File: src/rtl/par_spi_echo_pkg.sv
package par_spi_echo_pkg;

    typedef enum logic [1:0] {
        SPI_IDLE  = 2'd0,
        SPI_SHIFT = 2'd1,
        SPI_DONE  = 2'd2
    } spi_state_t;

endpackage

File: src/rtl/pse_sync.sv
module pse_sync #(
    parameter int              WIDTH   = 1,
    parameter int              STAGES  = 2,
    parameter logic [WIDTH-1:0] RST_VAL = '0
) (
    input  logic             clk,
    input  logic             rst_n,
    input  logic [WIDTH-1:0] d,
    output logic [WIDTH-1:0] q
);

    logic [WIDTH-1:0] chain [STAGES];

    always_ff @(posedge clk or negedge rst_n) begin
        if (!rst_n) begin
            for (int i = 0; i < STAGES; i++) begin
                chain[i] <= RST_VAL;
            end
        end else begin
            chain[0] <= d;
            for (int i = 1; i < STAGES; i++) begin
                chain[i] <= chain[i-1];
            end
        end
    end

    assign q = chain[STAGES-1];

endmodule

File: src/rtl/pse_capture.sv
module pse_capture #(
    parameter int DATA_W = 8
) (
    input  logic              clk,
    input  logic              rst_n,
    input  logic              trig_s,
    input  logic [DATA_W-1:0] par_data,
    input  logic              xfer_done,
    output logic [DATA_W-1:0] hold,
    output logic              ready,
    output logic              cap_evt
);

    logic              trig_d;
    logic [DATA_W-1:0] hold_mux;
    logic              ready_nxt;

    always_ff @(posedge clk or negedge rst_n) begin
        if (!rst_n) begin
            trig_d <= 1'b0;
        end else begin
            trig_d <= trig_s;
        end
    end

    assign cap_evt = trig_s & ~trig_d;

    // explicit load-source selection for the holding register
    always_comb begin
        unique case (cap_evt)
            1'b1:    hold_mux = par_data;
            default: hold_mux = hold;
        endcase
    end

    // capture takes precedence over clear
    always_comb begin
        if (cap_evt) begin
            ready_nxt = 1'b1;
        end else if (xfer_done) begin
            ready_nxt = 1'b0;
        end else begin
            ready_nxt = ready;
        end
    end

    always_ff @(posedge clk or negedge rst_n) begin
        if (!rst_n) begin
            hold  <= '0;
            ready <= 1'b0;
        end else begin
            hold  <= hold_mux;
            ready <= ready_nxt;
        end
    end

    a_r2_capture_load: assert property (@(posedge clk) disable iff (!rst_n)
        cap_evt |=> (hold == $past(par_data)));

    a_r3_hold_stable: assert property (@(posedge clk) disable iff (!rst_n)
        !cap_evt |=> $stable(hold));

    a_r7_flag_clear: assert property (@(posedge clk) disable iff (!rst_n)
        (xfer_done && !cap_evt) |=> !ready);

    a_r8_set_wins: assert property (@(posedge clk) disable iff (!rst_n)
        cap_evt |=> ready);

endmodule

File: src/rtl/pse_spi_tx.sv
module pse_spi_tx
    import par_spi_echo_pkg::*;
#(
    parameter int DATA_W = 8
) (
    input  logic              clk,
    input  logic              rst_n,
    input  logic              sck_s,
    input  logic              cs_n_s,
    input  logic [DATA_W-1:0] load_byte,
    output logic              miso,
    output logic              miso_oe,
    output logic              xfer_done
);

    localparam int CNT_W = (DATA_W > 1) ? $clog2(DATA_W) : 1;
    localparam logic [CNT_W-1:0] LAST_BIT = CNT_W'(DATA_W - 1);

    spi_state_t        state, state_nxt;
    logic              sck_d, cs_d;
    logic              cs_fall, cs_rise, sck_rise, sck_fall;
    logic [DATA_W-1:0] tx_q;
    logic [CNT_W-1:0]  cnt_q;

    always_ff @(posedge clk or negedge rst_n) begin
        if (!rst_n) begin
            sck_d <= 1'b0;
            cs_d  <= 1'b1;
        end else begin
            sck_d <= sck_s;
            cs_d  <= cs_n_s;
        end
    end

    assign cs_fall  = ~cs_n_s & cs_d;
    assign cs_rise  = cs_n_s & ~cs_d;
    assign sck_rise = sck_s & ~sck_d & ~cs_n_s;
    assign sck_fall = ~sck_s & sck_d & ~cs_n_s;

    // next-state logic
    always_comb begin
        state_nxt = state;
        xfer_done = 1'b0;
        unique case (state)
            SPI_IDLE: begin
                if (cs_fall) state_nxt = SPI_SHIFT;
            end
            SPI_SHIFT: begin
                if (cs_rise) begin
                    state_nxt = SPI_IDLE;
                end else if (sck_rise && cnt_q == LAST_BIT) begin
                    state_nxt = SPI_DONE;
                    xfer_done = 1'b1;
                end
            end
            SPI_DONE: begin
                if (cs_rise) state_nxt = SPI_IDLE;
            end
            default: state_nxt = SPI_IDLE;
        endcase
    end

    // state register
    always_ff @(posedge clk or negedge rst_n) begin
        if (!rst_n) begin
            state <= SPI_IDLE;
        end else begin
            state <= state_nxt;
        end
    end

    // shift register and bit counter
    always_ff @(posedge clk or negedge rst_n) begin
        if (!rst_n) begin
            tx_q  <= '0;
            cnt_q <= '0;
        end else begin
            if (state == SPI_IDLE && cs_fall) begin
                tx_q  <= load_byte;
                cnt_q <= '0;
            end else if (state == SPI_SHIFT && !cs_rise) begin
                if (sck_rise) begin
                    cnt_q <= cnt_q + 1'b1;
                end else if (sck_fall) begin
                    tx_q <= {tx_q[DATA_W-2:0], 1'b0};
                end
            end
        end
    end

    // outputs
    always_comb begin
        miso    = 1'b0;
        miso_oe = 1'b0;
        unique case (state)
            SPI_IDLE:  begin miso = 1'b0;         miso_oe = 1'b0; end
            SPI_SHIFT: begin miso = tx_q[DATA_W-1]; miso_oe = 1'b1; end
            SPI_DONE:  begin miso = 1'b0;         miso_oe = 1'b1; end
            default:   begin miso = 1'b0;         miso_oe = 1'b0; end
        endcase
    end

    a_r5_load_on_select: assert property (@(posedge clk) disable iff (!rst_n)
        (state == SPI_IDLE && cs_fall) |=> (tx_q == $past(load_byte)));

    a_r6_release_on_deselect: assert property (@(posedge clk) disable iff (!rst_n)
        cs_rise |=> !miso_oe);

    a_r9_done_holds: assert property (@(posedge clk) disable iff (!rst_n)
        xfer_done |=> (state == SPI_DONE));

    a_r9_done_quiet: assert property (@(posedge clk) disable iff (!rst_n)
        (state == SPI_DONE && !cs_rise) |=> (state == SPI_DONE && !miso));

endmodule

File: src/rtl/par_spi_echo.sv
module par_spi_echo #(
    parameter int DATA_W      = 8,
    parameter int SYNC_STAGES = 2
) (
    input  logic              clk,
    input  logic              rst_n,
    input  logic [DATA_W-1:0] host_data,
    input  logic              host_trig,
    input  logic              spi_sck,
    input  logic              spi_cs_n,
    output logic              spi_miso,
    output logic              spi_miso_oe,
    output logic              data_ready
);

    // bit order of the synchroniser bank
    localparam int IDX_TRIG = 0;
    localparam int IDX_SCK  = 1;
    localparam int IDX_CS   = 2;
    localparam int N_SYNC   = 3;
    localparam logic [N_SYNC-1:0] SYNC_RST = N_SYNC'(1) << IDX_CS;

    logic [N_SYNC-1:0] raw_in, synced;
    logic [DATA_W-1:0] hold;
    logic              xfer_done;
    logic              cap_evt;

    always_comb begin
        raw_in           = '0;
        raw_in[IDX_TRIG] = host_trig;
        raw_in[IDX_SCK]  = spi_sck;
        raw_in[IDX_CS]   = spi_cs_n;
    end

    pse_sync #(
        .WIDTH   (N_SYNC),
        .STAGES  (SYNC_STAGES),
        .RST_VAL (SYNC_RST)
    ) u_sync (
        .clk   (clk),
        .rst_n (rst_n),
        .d     (raw_in),
        .q     (synced)
    );

    pse_capture #(
        .DATA_W (DATA_W)
    ) u_capture (
        .clk       (clk),
        .rst_n     (rst_n),
        .trig_s    (synced[IDX_TRIG]),
        .par_data  (host_data),
        .xfer_done (xfer_done),
        .hold      (hold),
        .ready     (data_ready),
        .cap_evt   (cap_evt)
    );

    pse_spi_tx #(
        .DATA_W (DATA_W)
    ) u_spi (
        .clk       (clk),
        .rst_n     (rst_n),
        .sck_s     (synced[IDX_SCK]),
        .cs_n_s    (synced[IDX_CS]),
        .load_byte (hold),
        .miso      (spi_miso),
        .miso_oe   (spi_miso_oe),
        .xfer_done (xfer_done)
    );

    a_r6_idle_quiet: assert property (@(posedge clk) disable iff (!rst_n)
        !spi_miso_oe |-> !spi_miso);

    a_r8_capture_flags: assert property (@(posedge clk) disable iff (!rst_n)
        cap_evt |=> data_ready);

endmodule

File: config.mk
export PLATFORM = sky130hd
export DESIGN_NAME = par_spi_echo
export DESIGN_NICKNAME = d
export VERILOG_FILES = /design/src/rtl/par_spi_echo_pkg.sv /design/src/rtl/pse_sync.sv /design/src/rtl/pse_capture.sv /design/src/rtl/pse_spi_tx.sv /design/src/rtl/par_spi_echo.sv
export SDC_FILE = /design/constraint.sdc
export NUM_CORES = 1
export LEC_CHECK = 0
export BUFFER_PORTS_ARGS = -buffer_cell sky130_fd_sc_hd__buf_2
export CAP_MARGIN = 10
export CORE_ASPECT_RATIO = 1.5
export CORE_UTILIZATION = 50
export CTS_CLUSTER_SIZE = 24
export DETAILED_ROUTE_END_ITERATION = 10
export GPL_ROUTABILITY_DRIVEN = 0
export PLACE_DENSITY = 0.7
export SLEW_MARGIN = 20
export SYNTH_ARGS = -nofsm -noshare
export SYNTH_HDL_FRONTEND = slang
export SYNTH_SLANG_ARGS = --single-unit
export TNS_END_PERCENT = 50
File: constraint.sdc
create_clock -name clk -period 1.65 [get_ports clk]
set_input_delay 0.2475 -clock clk [delete_from_list [all_inputs] [get_ports clk]]
set_output_delay 0.2475 -clock clk [all_outputs]
set_load 0.005 [all_outputs]
==> summary.txt <==
STA
  – Max frequency: 640 MHz
  – Crit path time final: 1.56 ns
  – Period utilisation layout: 94.6%
  – Final Max Slew Viols: 0
  – Least-Margin Pin Slew: 0.664 ns
  – Slew HR: 55.7%
  – PnR worst setup slack: 0.0884 ns
  – Setup TNS: 0 ns
  – Setup violations, final: 0
  – Skew final: 0.0101 ns
  – Final Hold Fails: 0
  – RSZ-0062 raised after global routing: no

Logic synthesis
  – Synthesized area per cell: 13.3 sq um
  – Top_reg_cell synth: dfrtp_1
  – Simple-gate share of the synthesized area: 10.7%
  – Xor/xnor cell area share of the yosys netlist: 0.666%
  – Fraction of registers with async set/reset: 100%
  – Main combinational cell family by area after synthesis: multiplexers
  – Yosys warnings: 0
  – Synthesized-area fraction occupied by adder cells: 5.71%
  – Mapped cell area: 1320 sq um
  – Post-synth EDFFs: 0
  – Sequential area share after synthesis: 59.3%
  – Compound-gate portion of the synthesized area: 6.37%
  – Unique masters post-synth: 29
  – Number of nets produced by synthesis: 118
  – Multiplexer share of the synthesized area: 14.8%
  – Yosys reg bits: 31
  – Synthesized netlist cell count: 99

Global route
  – Grt ovf: 0
  – Total GRT Usage: 18.7%
  – First-pass GRT wire length: 3730 um
  – Vias in the first global route: 871
  – Antenna violations before repair: 0
  – Largest net degree at the start of global routing: 32

Worst setup path
  – WP data required: 1.87 ns
  – Crit path max fanout: 3
  – Crit path launch type: flop
  – Crit path DAT: 1.78 ns
  – Crit Path Class: reg -> reg
  – R2R Path Start: u_spi.state[0]
  – Worst Setup End Kind: flop
  – R2R cell count: 5
  – Internal reg-to-reg setup slack: 0.09 ns
  – Worst r2r dst: u_spi.state[0]

Clock tree
  – TritonCTS Sinks: 31
  – Max clock buf depth: 2
  – Clock H-tree levels: 2
  – CTS tree: yes
  – Root Driver: clkbuf_4
  – TritonCTS Buffers: 5
  – Clock transition at path regs: 0.09 ns
  – Worst-Skew Late Latency: 0.33 ns

Final layout
  – Finished layout cell area: 1580 sq um
  – FILL cells: 200
  – Post-layout util: 63.7%
  – Antenna diode count: 0
  – Nets: 145
  – Layout cells sized above 1: 37.8%
  – Area Growth Syn to Fin: 20.0%

Power
  – Highest ir drop seen on vdd: 0.870 mV
  – PwrDens: 1310 nW/um^2
  – P_leak: 0.000701 uW

Place
  – Placed Area: 1440 sq um
  – PortBufs: 15
  – Half-perimeter wire length after placement: 1460 um
  – Worst slack, placed: -0.0187 ns

Drt
  – Initial drt markers: 9
  – WL final: 2130 um
  – Antenna-violating nets left: 0
  – DRC errors left: 0
  – Avg WL per Cell: 14.1 um
  – Drt pass-1 iters: 6
  – Via count: 808
  – Vias per cell: 5.35

Die
  – Die area: 2840 sq um
  – Core area: 2480 sq um
  – Die X: 43.9 um
  – Die Ht: 64.8 um
  – I/O pin count: 16
  – Starting density of the core: 53.1%
  – Num rows: 22

Status
  – Outcome: finished clean

Min path
  – Worst hold path cell count: 1
  – Min-delay src: host_trig
  – Hold crit path type: in -> reg
  – WHS Endpoint: u_sync.chain[3]

Run
  – # Max-Cap Violations: 0
-- state kept, by name, summed over array words and instances (netlist names) --
signal            count
u_capture.hold        8
u_spi.tx_q            8
u_spi.cnt_q           3
u_sync.chain          3
u_sync.q              3
u_spi.state           2
u_capture.ready       1
u_capture.trig_d      1
u_spi.cs_d            1
u_spi.sck_d           1
-- placed cells by master (no fill, tap or decap), types with 2 or more instances in the layout --
master	Yosys	layout
dfrtp_1	28	28
buf_2	2	15
nor2_1	11	11
mux2i_1	9	9
a21oi_1	7	7
mux2_2	6	6
clkbuf_4	0	5
buf_4	1	5
inv_1	4	3
dfstp_2	3	3
nand2_1	2	2
mux2_1	2	2
ha_1	6	2
ha_4	0	2
ha_2	0	2
clkbuf_1	0	2
dlygate4sd3_1	0	2
-- cell families (layout without fill, tap and decap cells) --
logic type / after synthesis / after routing
AOI/OAI and AO/OA: 12 / 12
muxes: 18 / 18
DFF: 31 / 31
and+or+nand+nor: 24 / 24
adders and majority gates: 6 / 6
buffers and inverters: 7 / 35
xor gates and xnor gates: 1 / 1
-- timing repair --
item / CTS / global route
buffers inserted: 0 / 3
endpoints found under the setup margin: 1 / 9
pin swaps: 0 / 1
hold buffers: 2 / 0
hold endpoints to repair: 29 / 0
gates resized for setup: 2 / 7
-- worst max-delay path by stage --
stage	from	to	slack (ns)	cells past startpoint
2_1_floorplan	u_spi.cnt_q[0]	u_spi.state[0]	0.08	6
3_3_place_gp	u_spi.cnt_q[0]	u_spi.state[0]	0.05	6
3_5_place_dp	u_spi.state[0]	u_spi.state[0]	-0.02	5
4_1_cts	u_spi.cnt_q[0]	u_spi.state[0]	0.006	6
5_1_grt	u_spi.state[0]	u_spi.tx_q[6]	0.007	7
6_report	u_spi.state[0]	u_spi.state[0]	0.09	5
-- report_power, final --
group,leakage (uW),internal [uW],switching (uW)
registers,0.000357,924,91.6
clock network,0.0000293,166,243
logic,0.000315,354,296
-- through the flow --
step | hold slack (ns) | instances | power [uW]
2_1_floorplan | -0.0481 | 99 | 1400
3_3_place_gp | 0.317 | 138 | 1530
3_5_place_dp | 0.321 | 138 | 1570
4_1_cts | 0.00993 | 148 | 2000
5_1_grt | 0.0109 | 151 | 2220
6_report | 0.0277 | 151 | 2070
-- worst max-delay path, stage by stage, from the launching register on --
cell and delay [ns]:
dfrtp_1 0.38, inv_1 0.11, ha_2 0.23, a2111oi_4 0.36, nor3_2 0.08, mux2_4 0.30
-- cells in the mapped netlist, types with 2 or more instances --
cell type   n  area (sq um)
dfstp_2     3          78.8
ha_1        6          75.1
a21oi_1     7          35.0
nor3_1      2          10.0
mux2_2      6          67.6
nand2_1     2          7.51
mux2_1      2          22.5
mux2i_1     9          90.1
nor2_1     11          41.3
inv_1       4          15.0
buf_2       2          10.0
dfrtp_1    28           701
-- routing by layer --
metal / routed length (um) / track usage [%]
met1: 905 / 20.0
met4: 58 / 10.2
met5: 0 / 0
met3: 79 / 6.69
met2: 1090 / 31.2
-- cell type report --
cell class              instances  area, sq um  share of cell area, %
repair buffers                 23          153                   9.67
multi-input cells              61          551                   34.9
well taps                      24         30.0                   1.90
inverters                       4         15.0                  0.952
clock buffers                   7         45.0                   2.85
clock inverters                 1         5.00                  0.317
flip-flops and latches         31          779                   49.4
Note: power is estimated with default switching activity, not from simulation.
